## config.mk

```make
export PLATFORM = sky130hd
export DESIGN_NAME = keyed_cfg_port
export DESIGN_NICKNAME = d
export VERILOG_FILES = /design/src/rtl/cfg_port_pkg.sv /design/src/rtl/cfg_key_unlock.sv /design/src/rtl/cfg_dev_bank.sv /design/src/rtl/keyed_cfg_port.sv
export SDC_FILE = /design/constraint.sdc
export NUM_CORES = 1
export LEC_CHECK = 0
export BUFFER_PORTS_ARGS = -buffer_cell sky130_fd_sc_hd__buf_2
export CORE_MARGIN = 2
export CORE_UTILIZATION = 52
export CTS_BUF_LIST = sky130_fd_sc_hd__clkbuf_16
export CTS_CLUSTER_SIZE = 20
export DETAILED_ROUTE_END_ITERATION = 6
export GPL_ROUTABILITY_DRIVEN = 1
export PLACE_DENSITY = 0.79
export SLEW_MARGIN = 15
export SYNTH_ARGS = -nofsm -noshare
export SYNTH_HDL_FRONTEND = slang
export SYNTH_HIERARCHICAL = 1
export SYNTH_SLANG_ARGS = --single-unit
export TNS_END_PERCENT = 100
```

## constraint.sdc

```tcl
create_clock -name clk_i -period 9.95 [get_ports clk_i]
set_clock_uncertainty 0.1 [all_clocks]
set_input_delay 1.99 -clock clk_i [delete_from_list [all_inputs] [get_ports clk_i]]
set_output_delay 1.99 -clock clk_i [all_outputs]
set_load 0.01 [all_outputs]
```

## src/rtl/cfg_port_pkg.sv

```systemverilog
package cfg_port_pkg;
  localparam logic [7:0] KEY_FIRST  = 8'h51;
  localparam logic [7:0] KEY_SECOND = 8'h23;
  localparam logic [7:0] CLOSE_BYTE = 8'hBB;
  localparam logic [7:0] IX_SRST    = 8'h02;
  localparam logic [7:0] IX_CIO     = 8'h03;
  localparam logic [7:0] IX_LDN     = 8'h07;
  localparam logic [7:0] IX_BANK0   = 8'h30;
  localparam logic [7:0] IX_ACT     = 8'h30;
  localparam logic [7:0] IX_BASE_HI = 8'h60;
  localparam logic [7:0] IX_BASE_LO = 8'h61;
  localparam logic [7:0] IX_IRQ     = 8'h70;
  localparam logic [7:0] IX_IRQ2    = 8'h72;
  localparam logic [7:0] IX_DMA     = 8'h74;
  localparam logic [7:0] IX_MODE0   = 8'hF0;
  localparam int         NMODE      = 5;
  localparam logic [7:0] DMA_NONE   = 8'h04;

  typedef enum logic [1:0] {ST_LOCKED, ST_KEY1, ST_OPEN} key_st_e;

  typedef struct packed {
    logic        act;
    logic [15:0] base;
    logic [7:0]  irq;
    logic [7:0]  irq2;
    logic [7:0]  dma;
  } bank_cfg_t;

  localparam bank_cfg_t BANK_RST = '{act: 1'b0, base: 16'h0, irq: 8'h0,
                                     irq2: 8'h0, dma: DMA_NONE};
endpackage

```

## src/rtl/cfg_key_unlock.sv

```systemverilog
module cfg_key_unlock
  import cfg_port_pkg::*;
(
  input  logic       clk_i,
  input  logic       rst_ni,
  input  logic       idx_wr_i,
  input  logic [7:0] wdata_i,
  output logic       open_o
);
  key_st_e st_q, st_d;

  always_comb begin
    st_d = st_q;
    if (idx_wr_i) begin
      unique case (st_q)
        ST_LOCKED: st_d = (wdata_i == KEY_FIRST) ? ST_KEY1 : ST_LOCKED;
        ST_KEY1:   st_d = (wdata_i == KEY_SECOND) ? ST_OPEN :
                          (wdata_i == KEY_FIRST)  ? ST_KEY1 : ST_LOCKED;
        ST_OPEN:   st_d = (wdata_i == CLOSE_BYTE) ? ST_LOCKED : ST_OPEN;
        default:   st_d = ST_LOCKED;
      endcase
    end
  end

  always_ff @(posedge clk_i or negedge rst_ni)
    if (!rst_ni) st_q <= ST_LOCKED;
    else         st_q <= st_d;

  assign open_o = (st_q == ST_OPEN);
endmodule

```

## src/rtl/cfg_dev_bank.sv

```systemverilog
module cfg_dev_bank
  import cfg_port_pkg::*;
(
  input  logic       clk_i,
  input  logic       rst_ni,
  input  logic       clr_i,
  input  logic       we_i,
  input  logic [7:0] idx_i,
  input  logic [7:0] wdata_i,
  output bank_cfg_t  cfg_o,
  output logic [7:0] rdata_o
);
  bank_cfg_t  cfg_q;
  logic [7:0] mode_q [NMODE];

  always_ff @(posedge clk_i or negedge rst_ni) begin
    if (!rst_ni) begin
      cfg_q <= BANK_RST;
    end else if (clr_i) begin
      cfg_q <= BANK_RST;
    end else if (we_i) begin
      unique case (idx_i)
        IX_ACT:     cfg_q.act       <= wdata_i[0];
        IX_BASE_HI: cfg_q.base[15:8] <= wdata_i;
        IX_BASE_LO: cfg_q.base[7:0]  <= wdata_i;
        IX_IRQ:     cfg_q.irq       <= wdata_i;
        IX_IRQ2:    cfg_q.irq2      <= wdata_i;
        IX_DMA:     cfg_q.dma       <= wdata_i;
        default: ;
      endcase
    end
  end

  for (genvar m = 0; m < NMODE; m++) begin : g_mode
    always_ff @(posedge clk_i or negedge rst_ni)
      if (!rst_ni)                                mode_q[m] <= 8'h00;
      else if (clr_i)                             mode_q[m] <= 8'h00;
      else if (we_i && idx_i == IX_MODE0 + 8'(m)) mode_q[m] <= wdata_i;
  end

  always_comb begin
    rdata_o = 8'h00;
    unique case (idx_i)
      IX_ACT:     rdata_o = {7'b0, cfg_q.act};
      IX_BASE_HI: rdata_o = cfg_q.base[15:8];
      IX_BASE_LO: rdata_o = cfg_q.base[7:0];
      IX_IRQ:     rdata_o = cfg_q.irq;
      IX_IRQ2:    rdata_o = cfg_q.irq2;
      IX_DMA:     rdata_o = cfg_q.dma;
      default: begin
        for (int m = 0; m < NMODE; m++)
          if (idx_i == IX_MODE0 + 8'(m)) rdata_o = mode_q[m];
      end
    endcase
  end

  assign cfg_o = cfg_q;
endmodule

```

## src/rtl/keyed_cfg_port.sv

```systemverilog
module keyed_cfg_port
  import cfg_port_pkg::*;
#(
  parameter int             NDEV   = 9,
  parameter logic [NDEV-1:0] UNUSED = 9'b0_0000_0110
) (
  input  logic              clk_i,
  input  logic              rst_ni,
  input  logic              wr_i,
  input  logic              sel_data_i,
  input  logic [7:0]        wdata_i,
  output logic [7:0]        rdata_o,
  output logic              cfg_open_o,
  output logic [7:0]        cio_sel_o,
  output logic [NDEV-1:0]   dev_active_o,
  output logic [NDEV*16-1:0] dev_base_o,
  output logic [NDEV*8-1:0] dev_irq_o,
  output logic [NDEV*8-1:0] dev_irq2_o,
  output logic [NDEV*8-1:0] dev_dma_o
);
  localparam int LDN_W = $clog2(NDEV);

  logic             open;
  logic             idx_wr, data_wr, soft_clr;
  logic [7:0]       idx_q, cio_q;
  logic [LDN_W-1:0] ldn_q;
  bank_cfg_t        cfg_w [NDEV];
  logic [7:0]       bank_rd [NDEV];
  logic [7:0]       sel_rd;

  assign idx_wr   = wr_i && !sel_data_i;
  assign data_wr  = wr_i && sel_data_i && open;
  assign soft_clr = data_wr && idx_q == IX_SRST && wdata_i[0];

  cfg_key_unlock u_key (
    .clk_i   (clk_i),
    .rst_ni  (rst_ni),
    .idx_wr_i(idx_wr),
    .wdata_i (wdata_i),
    .open_o  (open)
  );

  always_ff @(posedge clk_i or negedge rst_ni) begin
    if (!rst_ni) begin
      idx_q <= 8'h00;
      cio_q <= 8'h00;
      ldn_q <= '0;
    end else begin
      if (idx_wr && open && wdata_i != CLOSE_BYTE) idx_q <= wdata_i;
      if (data_wr && idx_q == IX_CIO) cio_q <= wdata_i;
      if (data_wr && idx_q == IX_LDN && wdata_i < 8'(NDEV)) ldn_q <= LDN_W'(wdata_i);
    end
  end

  for (genvar d = 0; d < NDEV; d++) begin : g_dev
    if (UNUSED[d]) begin : g_none
      assign cfg_w[d]   = BANK_RST;
      assign bank_rd[d] = 8'hFF;
    end else begin : g_bank
      cfg_dev_bank u_bank (
        .clk_i  (clk_i),
        .rst_ni (rst_ni),
        .clr_i  (soft_clr),
        .we_i   (data_wr && idx_q >= IX_BANK0 && ldn_q == LDN_W'(d)),
        .idx_i  (idx_q),
        .wdata_i(wdata_i),
        .cfg_o  (cfg_w[d]),
        .rdata_o(bank_rd[d])
      );
    end
    assign dev_active_o[d]           = cfg_w[d].act;
    assign dev_base_o[16*d +: 16]    = cfg_w[d].base;
    assign dev_irq_o[8*d +: 8]       = cfg_w[d].irq;
    assign dev_irq2_o[8*d +: 8]      = cfg_w[d].irq2;
    assign dev_dma_o[8*d +: 8]       = cfg_w[d].dma;
  end

  always_comb begin
    sel_rd = 8'hFF;
    for (int d = 0; d < NDEV; d++)
      if (ldn_q == LDN_W'(d)) sel_rd = bank_rd[d];
  end

  always_comb begin
    if (!open)                 rdata_o = 8'hFF;
    else if (idx_q >= IX_BANK0) rdata_o = sel_rd;
    else if (idx_q == IX_LDN)  rdata_o = 8'(ldn_q);
    else if (idx_q == IX_CIO)  rdata_o = cio_q;
    else                       rdata_o = 8'h00;
  end

  assign cfg_open_o = open;
  assign cio_sel_o  = cio_q;
endmodule

```

* After elaboration in Yosys (flattened, before gate mapping)
Index checks and enable logic that the tools add are counted.
** Cells by class
- $add $sub $neg :: 0
- Bitwise gates (word level) :: 0
- Reductions and logical operators :: 146
- Multiplexer cells :: 149
- Shift-type cells :: 0
- Equality and inequality tests :: 28
- Multipliers :: 0
- Magnitude comparators :: 2
- Div/mod/pow operators :: 0
** Operators by type and width (count)
- $mux W8 :: 123
- $mux W41 :: 14
- $pmux W8 S6 :: 7
- $reduce_bool A2 Y1 :: 48
- $reduce_and A2 Y1 :: 42
- $logic_and A1 B1 Y1 :: 53
- $eq A8 B7 Y1 const B :: 6
- $eq A8 B8 Y1 const B :: 6
- $eq A4 B3 Y1 const B :: 4
- $eq A8 B2 Y1 const B :: 2
- $eq A8 B6 Y1 const B :: 2
- $eq A4 B2 Y1 const B :: 2
- $eq A8 B3 Y1 const B :: 1
- $ge A8 B6 Y1 const B :: 1
- $lt A8 B4 Y1 const B :: 1
- $ne A8 B8 Y1 const B :: 1
- $pmux W2 S3 :: 1
- $eq A4 B1 Y1 const B :: 1
- $eq A4 B4 Y1 const B :: 1
- $logic_not A4 Y1 :: 1
- $mux W2 :: 2
- $eq A2 B1 Y1 const B :: 1
- $eq A2 B2 Y1 const B :: 1
- $logic_not A2 Y1 :: 1
- other kinds (2) :: 3
** Storage, ports and cells
- Bits in registers :: 589
- Memory bits (writable) :: 0
- Latch bits :: 0
- Memories kept :: 0
- Memory bits (read-only) :: 0
- Bits of input ports :: 12

* Logic depth before layout (Yosys ltp)
Gate-level depths: netlist of run 1.
- Word-level depth :: 18
- Mapped depth :: 11
- Mapped depth without buffers :: 8

* By module
The synthesis of run 1 kept the hierarchy.
** Modules (own cells, without submodules)
- cfg_dev_bank at g_dev[3].g_bank.u_bank ... :: cells each 406, seq. area each 2028.2 um^2, area each 4130.2 um^2, instances 6
- cfg_dev_bank at g_dev[0].g_bank.u_bank :: cells each 426, seq. area each 2028.2 um^2, area each 4209.0 um^2, instances 1
- keyed_cfg_port :: cells each 275, seq. area each 500.5 um^2, area each 2386.0 um^2, instances 1
- cfg_key_unlock :: cells each 15, seq. area each 50.0 um^2, area each 156.4 um^2, instances 1

* Worst setup path before layout of run 1
Ideal clock, no wire load.
- Path type :: register to output
- Start :: reg idx_q[1]
- End :: out rdata_o[4]
- Data arrival time :: 3.102 ns
- Path slack :: 4.758 ns
- Stages on the path, launching flop included :: 10
- Path through :: dfrtp_1 buf_6 buf_6 buf_4 mux2i_1 o22ai_1 or3_1 o32a_1 a221oi_1 o311ai_0
** RTL lines
- start, declared :: line keyed_cfg_port.sv:25 : logic [7:0] idx_q, cio_q;
- start signal, assigned :: line keyed_cfg_port.sv:49 : if (idx_wr && open && wdata_i != CLOSE_BYTE) idx_q <= wdata_i;
- end, declared :: line keyed_cfg_port.sv:12 : output logic [7:0] rdata_o,

==> results of run 1 <==
[cells by family (layout without fill, tap and decap cells)]
logic type             Yosys count  count (layout)
buffers and inverters          304             491
AO/OA/AOI/OAI                  601             601
flip-flops                     589             589
other                            2              82
multiplexers                   478             478
AND/OR/NAND/NOR               1178            1178
[area by class of cell]
| class | instances | area (um2) |
|---|---|---|
| Clock buffer | 68 | 1700 |
| Clock inverter | 48 | 324 |
| Fill cell | 5130 | 24900 |
| Tap cell | 782 | 978 |
| Sequential cell | 589 | 14800 |
| Multi-Input combinational cell | 2339 | 15400 |
| Inverter | 11 | 41.3 |
| Timing Repair Buffer | 364 | 2030 |
[state kept, by name (all words and copies together) (netlist names)]
signal	flops
g_dev.g_bank.u_bank/cfg_o	287
g_dev.g_bank.u_bank/mode_q	280
cio_sel_o	8
idx_q	8
ldn_q	4
u_key/st_q	2
[per-stage QoR]
stage               area, um2  worst slack [ps]  power (mW)  std cells  utilization
floorplan               31800              4760        2.50       3232            -
global placement        33200              3630        2.58       4085        0.552
detailed placement      33200              3540        2.58       4085        0.552
CTS                     35200              2890        4.89       4201        0.586
global route            35200              2480        5.00       4201        0.586
finish                  35200              2640        4.86       4201        0.586
[layer usage]
layer / up-vias / part of all wire / global-route usage
met4: 0 / 0.038 / 0.116
met1: 12915 / 0.41 / 0.428
met2: 1345 / 0.46 / 0.470
met5: - / 0 / 0
met3: 220 / 0.090 / 0.0637
li1: 11566 / - / -
[final timing paths]
path | from | end | slack (ps) | cells after the start
hold reg to reg | g_dev[6].g_bank.u_bank/mode_q[34]$_DFFE_PN0P_ | g_dev[6].g_bank.u_bank/mode_q[34]$_DFFE_PN0P_ | 380 | 2
max in group asynchronous | rst_ni | idx_q[1]$_DFFE_PN0P_ | 6610 | 2
setup reg to reg | idx_q[1]$_DFFE_PN0P_ | g_dev[8].g_bank.u_bank/mode_q[17]$_DFFE_PN0P_ | 4840 | 9
hold / removal | g_dev[6].g_bank.u_bank/mode_q[34]$_DFFE_PN0P_ | g_dev[6].g_bank.u_bank/mode_q[34]$_DFFE_PN0P_ | 380 | 2
setup / recovery | idx_q[3]$_DFFE_PN0P_ | rdata_o[6] | 2640 | 10
min in group asynchronous | rst_ni | g_dev[3].g_bank.u_bank/cfg_o[26]$_DFFE_PN0P_ | 1360 | 1
[report_power, final]
group / leakage (nW) / internal [mW] / total [mW] / switching (mW)
Clock: 1.07 / 1.34 / 2.32 / 0.982
Combinational: 9.19 / 0.0161 / 0.143 / 0.127
Sequential: 8.19 / 2.40 / 2.40 / 0.000586
[cell usage in the layout (no fill, tap or decap), types with 10 or more instances in the layout]
cell type / synthesis / routed
dfrtp_1: 582 / 574
mux2i_1: 408 / 408
nand2_1: 396 / 396
nor2_1: 389 / 388
buf_2: 93 / 310
o21ai_0: 161 / 161
a21oi_1: 83 / 83
conb_1: 2 / 82
nand2b_1: 68 / 68
clkbuf_16: 0 / 68
o21ai_1: 66 / 66
o22ai_1: 63 / 63
mux2_2: 62 / 62
nand3_1: 59 / 59
a22oi_1: 48 / 48
buf_4: 90 / 48
o211ai_1: 48 / 48
inv_1: 11 / 32
o2bb2ai_1: 31 / 31
or3_1: 30 / 30
nor3_1: 20 / 19
nand3_2: 16 / 16
nand3b_1: 15 / 15
nor4bb_1: 15 / 15
nor2b_1: 14 / 14
and3_1: 14 / 14
a32oi_1: 13 / 13
clkinv_1: 0 / 12
nand4b_1: 12 / 12
o31ai_1: 10 / 10
[tightest hold or removal path, delay by kind of cell (launching register included)]
family	cells	cell delay, ps
AOI/OAI and AO/OA	1	60
DFF	1	340
and+or+nand+nor	1	40
==> results by group, run 1 <==
Place
  – Placer Congestion: 0.961
  – Detailed-placement wirelength estimate: 63.2 mm
  – IO Port Bufs: 315

Synthesis
  – Main synth FF type: dfrtp_1
  – Cells after synthesis: 3152
  – Warnings, synthesis: 6
  – Synth Area in XOR/XNOR: 0
  – Post-synth top cells: dfrtp_1, mux2i_1, nand2_1
  – Largest family of logic cells by synthesized area: simple AND/OR/NAND/NOR gates
  – Asr flop ratio synth: 1.00
  – Yosys top cell by area: dfrtp_1
  – Top cell type's share of synthesized area: 0.462
  – Seq cells post-synth: 589
  – Simple-gate share of the synthesized area: 0.197
  – Top-count cell post-synth: dfrtp_1
  – EDFF count, synth: 0
  – Post-synthesis adder-cell area fraction: 0
  – Synth area leaders: dfrtp_1, mux2i_1, nand2_1
  – Mux cell area share after synthesis: 0.155
  – Syn Area/Cell: 10.0 um2
  – Register area share after synthesis: 0.468
  – Mapped Area: 31500 um2
  – Synth Area in Compound Gates: 0.125
  – Post-synthesis cell type count: 79

Timing
  – Setup TNS: 0 ps
  – Slew Viols, Final: 0
  – Period utilisation layout: 0.735
  – Worst Max-Slew Pin Slew: 1170 ps
  – Slew headroom: 0.218
  – Hold WS: 378 ps
  – RSZ-0062 raised after global routing: no
  – Fin. Hold Viols: 0
  – Setup violators final: 0
  – Max Freq: 137 MHz
  – Tmin final: 7310 ps

Clocking
  – CTS tree: yes
  – CTS max path bufs: 3
  – Skew-Pair Late Insertion Delay: 600 ps
  – Post-CTS setup buffers: 0
  – TritonCTS Buffers: 66
  – H-tree level count: 3
  – Post-CTS Resized: 0
  – CTS clk-pin slew, worst paths: 60 ps
  – Root Driver: clkbuf_16
  – Sink Count: 589
  – Hold Buf Count CTS: 0

Global route
  – Vias in the first global route: 24521
  – Global route overflow: 0
  – Largest net degree at the start of global routing: 200
  – Global Route Usage Sum: 0.306
  – Initial antenna violation count: 0
  – First-pass GRT wire length: 150 mm

Route
  – Vias per cell: 6.20
  – Routed Antenna Nets: 0
  – Iter 0 DRT Violations: 2802
  – Drt total wl: 98.1 mm
  – WL/cell: 23.4 um
  – DRC Markers: 0
  – Detailed Routing Iterations Pass 1: 6
  – DR vias: 26046

Setup path
  – Slowest CP cell: dfrtp_4
  – CP top delay family: compound AO/OA/AOI/OAI gates
  – CP endpoint kind: primary output
  – Kind of critical path: flop to primary output
  – Worst path required time: 7860 ps
  – Cell Chain, Critical Path: buf_4, or3_1, nor2_1, a311oi_1, o211ai_1, nand2b_1, a22o_1, a221oi_1, o311ai_0, buf_2
  – Crit path largest cell delay: 810 ps
  – Crit path launch type: flop
  – Critical Path Fanout Max: 48
  – CP bufs+invs: 2
  – CP Data Arrival Time: 5220 ps

Floorplanning
  – IO Count: 398
  – Initial Utilization: 0.524
  – Number of core rows: 90
  – Die Footprint: 62600 um2
  – Die Ht: 250 um
  – Die X: 250 um
  – Core ar.: 60100 um2

Layout
  – Ant. Diodes: 0
  – # nets final: 3383
  – Layout cell share with drive strength beyond 1: 0.186
  – Syn-to-layout area delta: 11.7%

Power
  – Leak: 18.5 nW
  – VDD IR max: 110 uV
  – Power per standard cell area: 138 nW/um2

Run
  – Max Cap Viol: 0

Outcome
  – Status: finished clean

Worst hold path
  – Hold Path Class: flop to flop
(Power assumes the default switching activity.)
==> run 2, diff against run 1 <==
--- a/config.mk
+++ b/config.mk
@@ -12,7 +12,7 @@
 export CTS_CLUSTER_SIZE = 20
 export DETAILED_ROUTE_END_ITERATION = 6
 export GPL_ROUTABILITY_DRIVEN = 1
-export PLACE_DENSITY = 0.79
+export PLACE_DENSITY = 0.82
 export SLEW_MARGIN = 15
 export SYNTH_ARGS = -nofsm -noshare
 export SYNTH_HDL_FRONTEND = slang
==> constraint.sdc (replaced) <==
create_clock -name clk_i -period 6.7 [get_ports clk_i]
set_clock_uncertainty 0.1 [all_clocks]
set_input_delay 1.34 -clock clk_i [delete_from_list [all_inputs] [get_ports clk_i]]
set_output_delay 1.34 -clock clk_i [all_outputs]
set_load 0.01 [all_outputs]
==> run 2 against run 1 <==
Die area is the same. Sequential power grew 48%. Global-route usage grew 0.94 points. Critical endpoint is now rdata_o[4].
==> results by group, run 2 (synthesized netlist as in run 1, its figures left out) <==
Global route
  – Largest net degree at the start of global routing: 182 (-9.0%)
  – Vias in the first global route: 24977 (+1.9%)
  – Most crowded layer after global routing: met2
  – M3 GR Usage: 0.0633 (-0.000416)
  – Global Route met2 Usage: 0.477 (+0.00738)
  – M1 GR Usage: 0.441 (+0.0135)
  – Global route overflow: 0 (unchanged)
  – Initial antenna violation count: 1 (+1)
  – Global Route Usage Sum: 0.315 (+0.00938)
  – First-pass GRT wire length: 154 mm (+3.2%)

Clocking
  – Post-CTS Resized: 0 (unchanged)
  – CTS clk-pin slew, worst paths: 60 ps (about the same)
  – TritonCTS Buffers: 61 (-7.6%)
  – H-tree level count: 2 (-1)
  – Root Driver: clkbuf_16
  – Hold Buf Count CTS: 0 (unchanged)
  – CTS max path bufs: 3 (unchanged)
  – Sink Count: 589 (unchanged)
  – Skew-Pair Late Insertion Delay: 670 ps (+70 ps)
  – Post-CTS setup buffers: 0 (unchanged)
  – CTS tree: yes

Layout
  – Syn-to-layout area delta: 11.7% (about the same)
  – Finished Layout Cells: 4202 (+0.024%)
  – Filler cell count: 5096 (-0.66%)
  – # nets final: 3384 (+0.030%)
  – Commonest non-fill, non-tap cells in the layout: dfrtp_1, mux2i_1, nand2_1
  – Ant. Diodes: 0 (unchanged)
  – Commonest non-fill, non-tap cell in the layout: dfrtp_1
  – Layout cell share with drive strength beyond 1: 0.191 (+0.00462)
  – Max FFs per register: 287 (unchanged)

Route
  – Iter 0 DRT Violations: 2943 (+5.0%)
  – WL/cell: 23.9 um (+2.5%)
  – Routed Antenna Nets: 0 (unchanged)
  – Detailed Routing Iterations Pass 1: 5 (-1)
  – DR vias: 26163 (+0.45%)
  – DRC Markers: 0 (unchanged)
  – Drt total wl: 101 mm (+2.5%)
  – Vias per cell: 6.23 (+0.43%)

Power
  – Internal power: 5.43 mW (+45%)
  – Power per standard cell area: 202 nW/um2 (+46%)
  – Net Switching: 1.68 mW (+52%)
  – Clk pwr share: 0.470 (-0.007)
  – Leak: 18.4 nW (-0.31%)
  – VDD IR max: 223 uV (+100%)
  – Register share of total power: 0.500 (+0.007)
  – Combinational share of power: 0.030 (about the same)
  – Sw Ratio: 0.237 (+0.00836)

Outcome
  – Status: finished clean

Floorplanning
  – Die X: 250 um (unchanged)
  – Number of core rows: 90 (unchanged)
  – Core ar.: 60100 um2 (unchanged)
  – Initial Utilization: 0.524 (unchanged)
  – Die Footprint: 62600 um2 (unchanged)
  – IO Count: 398 (unchanged)
  – Die Ht: 250 um (unchanged)

Setup path
  – Kind of critical path: flop to primary output
  – Worst reg2reg endpoint: g_dev[3].g_bank.u_bank/mode_q[6]$_DFFE_PN0P_
  – Worst path required time: 5260 ps (-2600 ps)
  – Reg-to-Reg Start: u_key/st_q[1]$_DFFE_PN0P_
  – CP Data Arrival Time: 4780 ps (-440 ps)
  – R2R Setup Slk: 2050 ps (-2790 ps)
  – Critical Path Fanout Max: 54 (+13%)
  – Worst Setup SP: idx_q[6]$_DFFE_PN0P_
  – R2R depth: 9 (unchanged)
  – Crit path launch type: flop
  – CP endpoint kind: primary output

Timing
  – Fin. Hold Viols: 0 (unchanged)
  – Hold WS: 378 ps (+0.340 ps)
  – Post-route setup slack: 475 ps (-2160 ps)
  – Setup TNS: 0 ps (unchanged)
  – RSZ-0062 raised after global routing: no
  – Tmin final: 6220 ps
  – Max Freq: 161 MHz
  – Period utilisation layout: 0.929
  – Slew headroom: 0.195 (-0.0225)
  – Setup violators final: 0 (unchanged)
  – Worst Max-Slew Pin Slew: 1200 ps (+28.5 ps)
  – Slew Viols, Final: 0 (unchanged)

Run
  – Max Cap Viol: 0 (unchanged)

Worst hold path
  – Worst hold path startpoint: g_dev[8].g_bank.u_bank/mode_q[39]$_DFFE_PN0P_
  – Hold Path Class: flop to flop
  – WHS Endpoint: g_dev[8].g_bank.u_bank/mode_q[39]$_DFFE_PN0P_
  – Hold depth: 2 (unchanged)

Place
  – Placer Congestion: 0.959 (-0.20%)
  – Placed insts: 4091 (+0.15%)
  – Detailed-placement wirelength estimate: 66.5 mm (+5.1%)
  – Pre-CTS WS: 1390 ps (-2160 ps)
  – IO Port Bufs: 315 (unchanged)
[run 2: changes by cell type in the layout (fill, tap and decap cells not counted), sizes merged]
| cell | delta |
|---|---|
| clkbuf | -7 |
| clkinv | +2 |
| buf | +6 |
| bufinv | +1 |
| clkinvlp | +7 |
| inv | -8 |
[run 2: how the worst max path moves through the flow]
stage	endpoint	slack, ps	depth (start not counted)
after floorplan	rdata_o[4]	2160	9
after global placement	rdata_o[4]	1450	9
after detailed placement	rdata_o[4]	1390	9
after CTS	rdata_o[4]	700	9
after global routing	rdata_o[6]	300	9
final	rdata_o[4]	480	10
[run 2: routing by layer]
layer	vias up	share of wire
met3	256	0.094
li1	11553	-
met5	-	0.000089
met1	12920	0.41
met4	2	0.045
met2	1432	0.45
[run 2: power groups by stage]
stage               clock [mW]  sequential, mW  combinational [mW]
global placement             0            3.62               0.210
finish                    3.34            3.56               0.212
global route              3.51            3.56               0.232
floorplan                    0            3.62              0.0893
CTS                       3.36            3.56               0.212
detailed placement           0            3.62               0.212
[run 2: worst max-delay path: stages, from the launching register on]
cell and delay (ps):
dfrtp_2 1030, and4_1 540, buf_4 240, and2_0 310
a22oi_1 140, nand3_1 180, nand2b_1 130, a22o_1 160
a221oi_1 130, o311ai_0 910, buf_2 280
[run 2: area by class of cell]
| cell class | instances | area [um2] | share of cell area |
|---|---|---|---|
| inverters | 11 | 41.3 | 0.00117 |
| clock buffers | 61 | 1530 | 0.0433 |
| repair buffers | 370 | 2100 | 0.0596 |
| clock inverters | 50 | 400 | 0.0114 |
| multi-input cells | 2339 | 15400 | 0.438 |
| flip-flops and latches | 589 | 14800 | 0.419 |
| well taps | 782 | 978 | 0.0278 |
[run 2: per-stage QoR]
step / instance area, um2 / power, mW / util
floorplan: 31800 / 3.71 / -
global placement: 33300 / 3.83 / 0.553
detailed placement: 33300 / 3.84 / 0.554
CTS: 35200 / 7.13 / 0.586
global route: 35200 / 7.30 / 0.586
finish: 35200 / 7.11 / 0.586
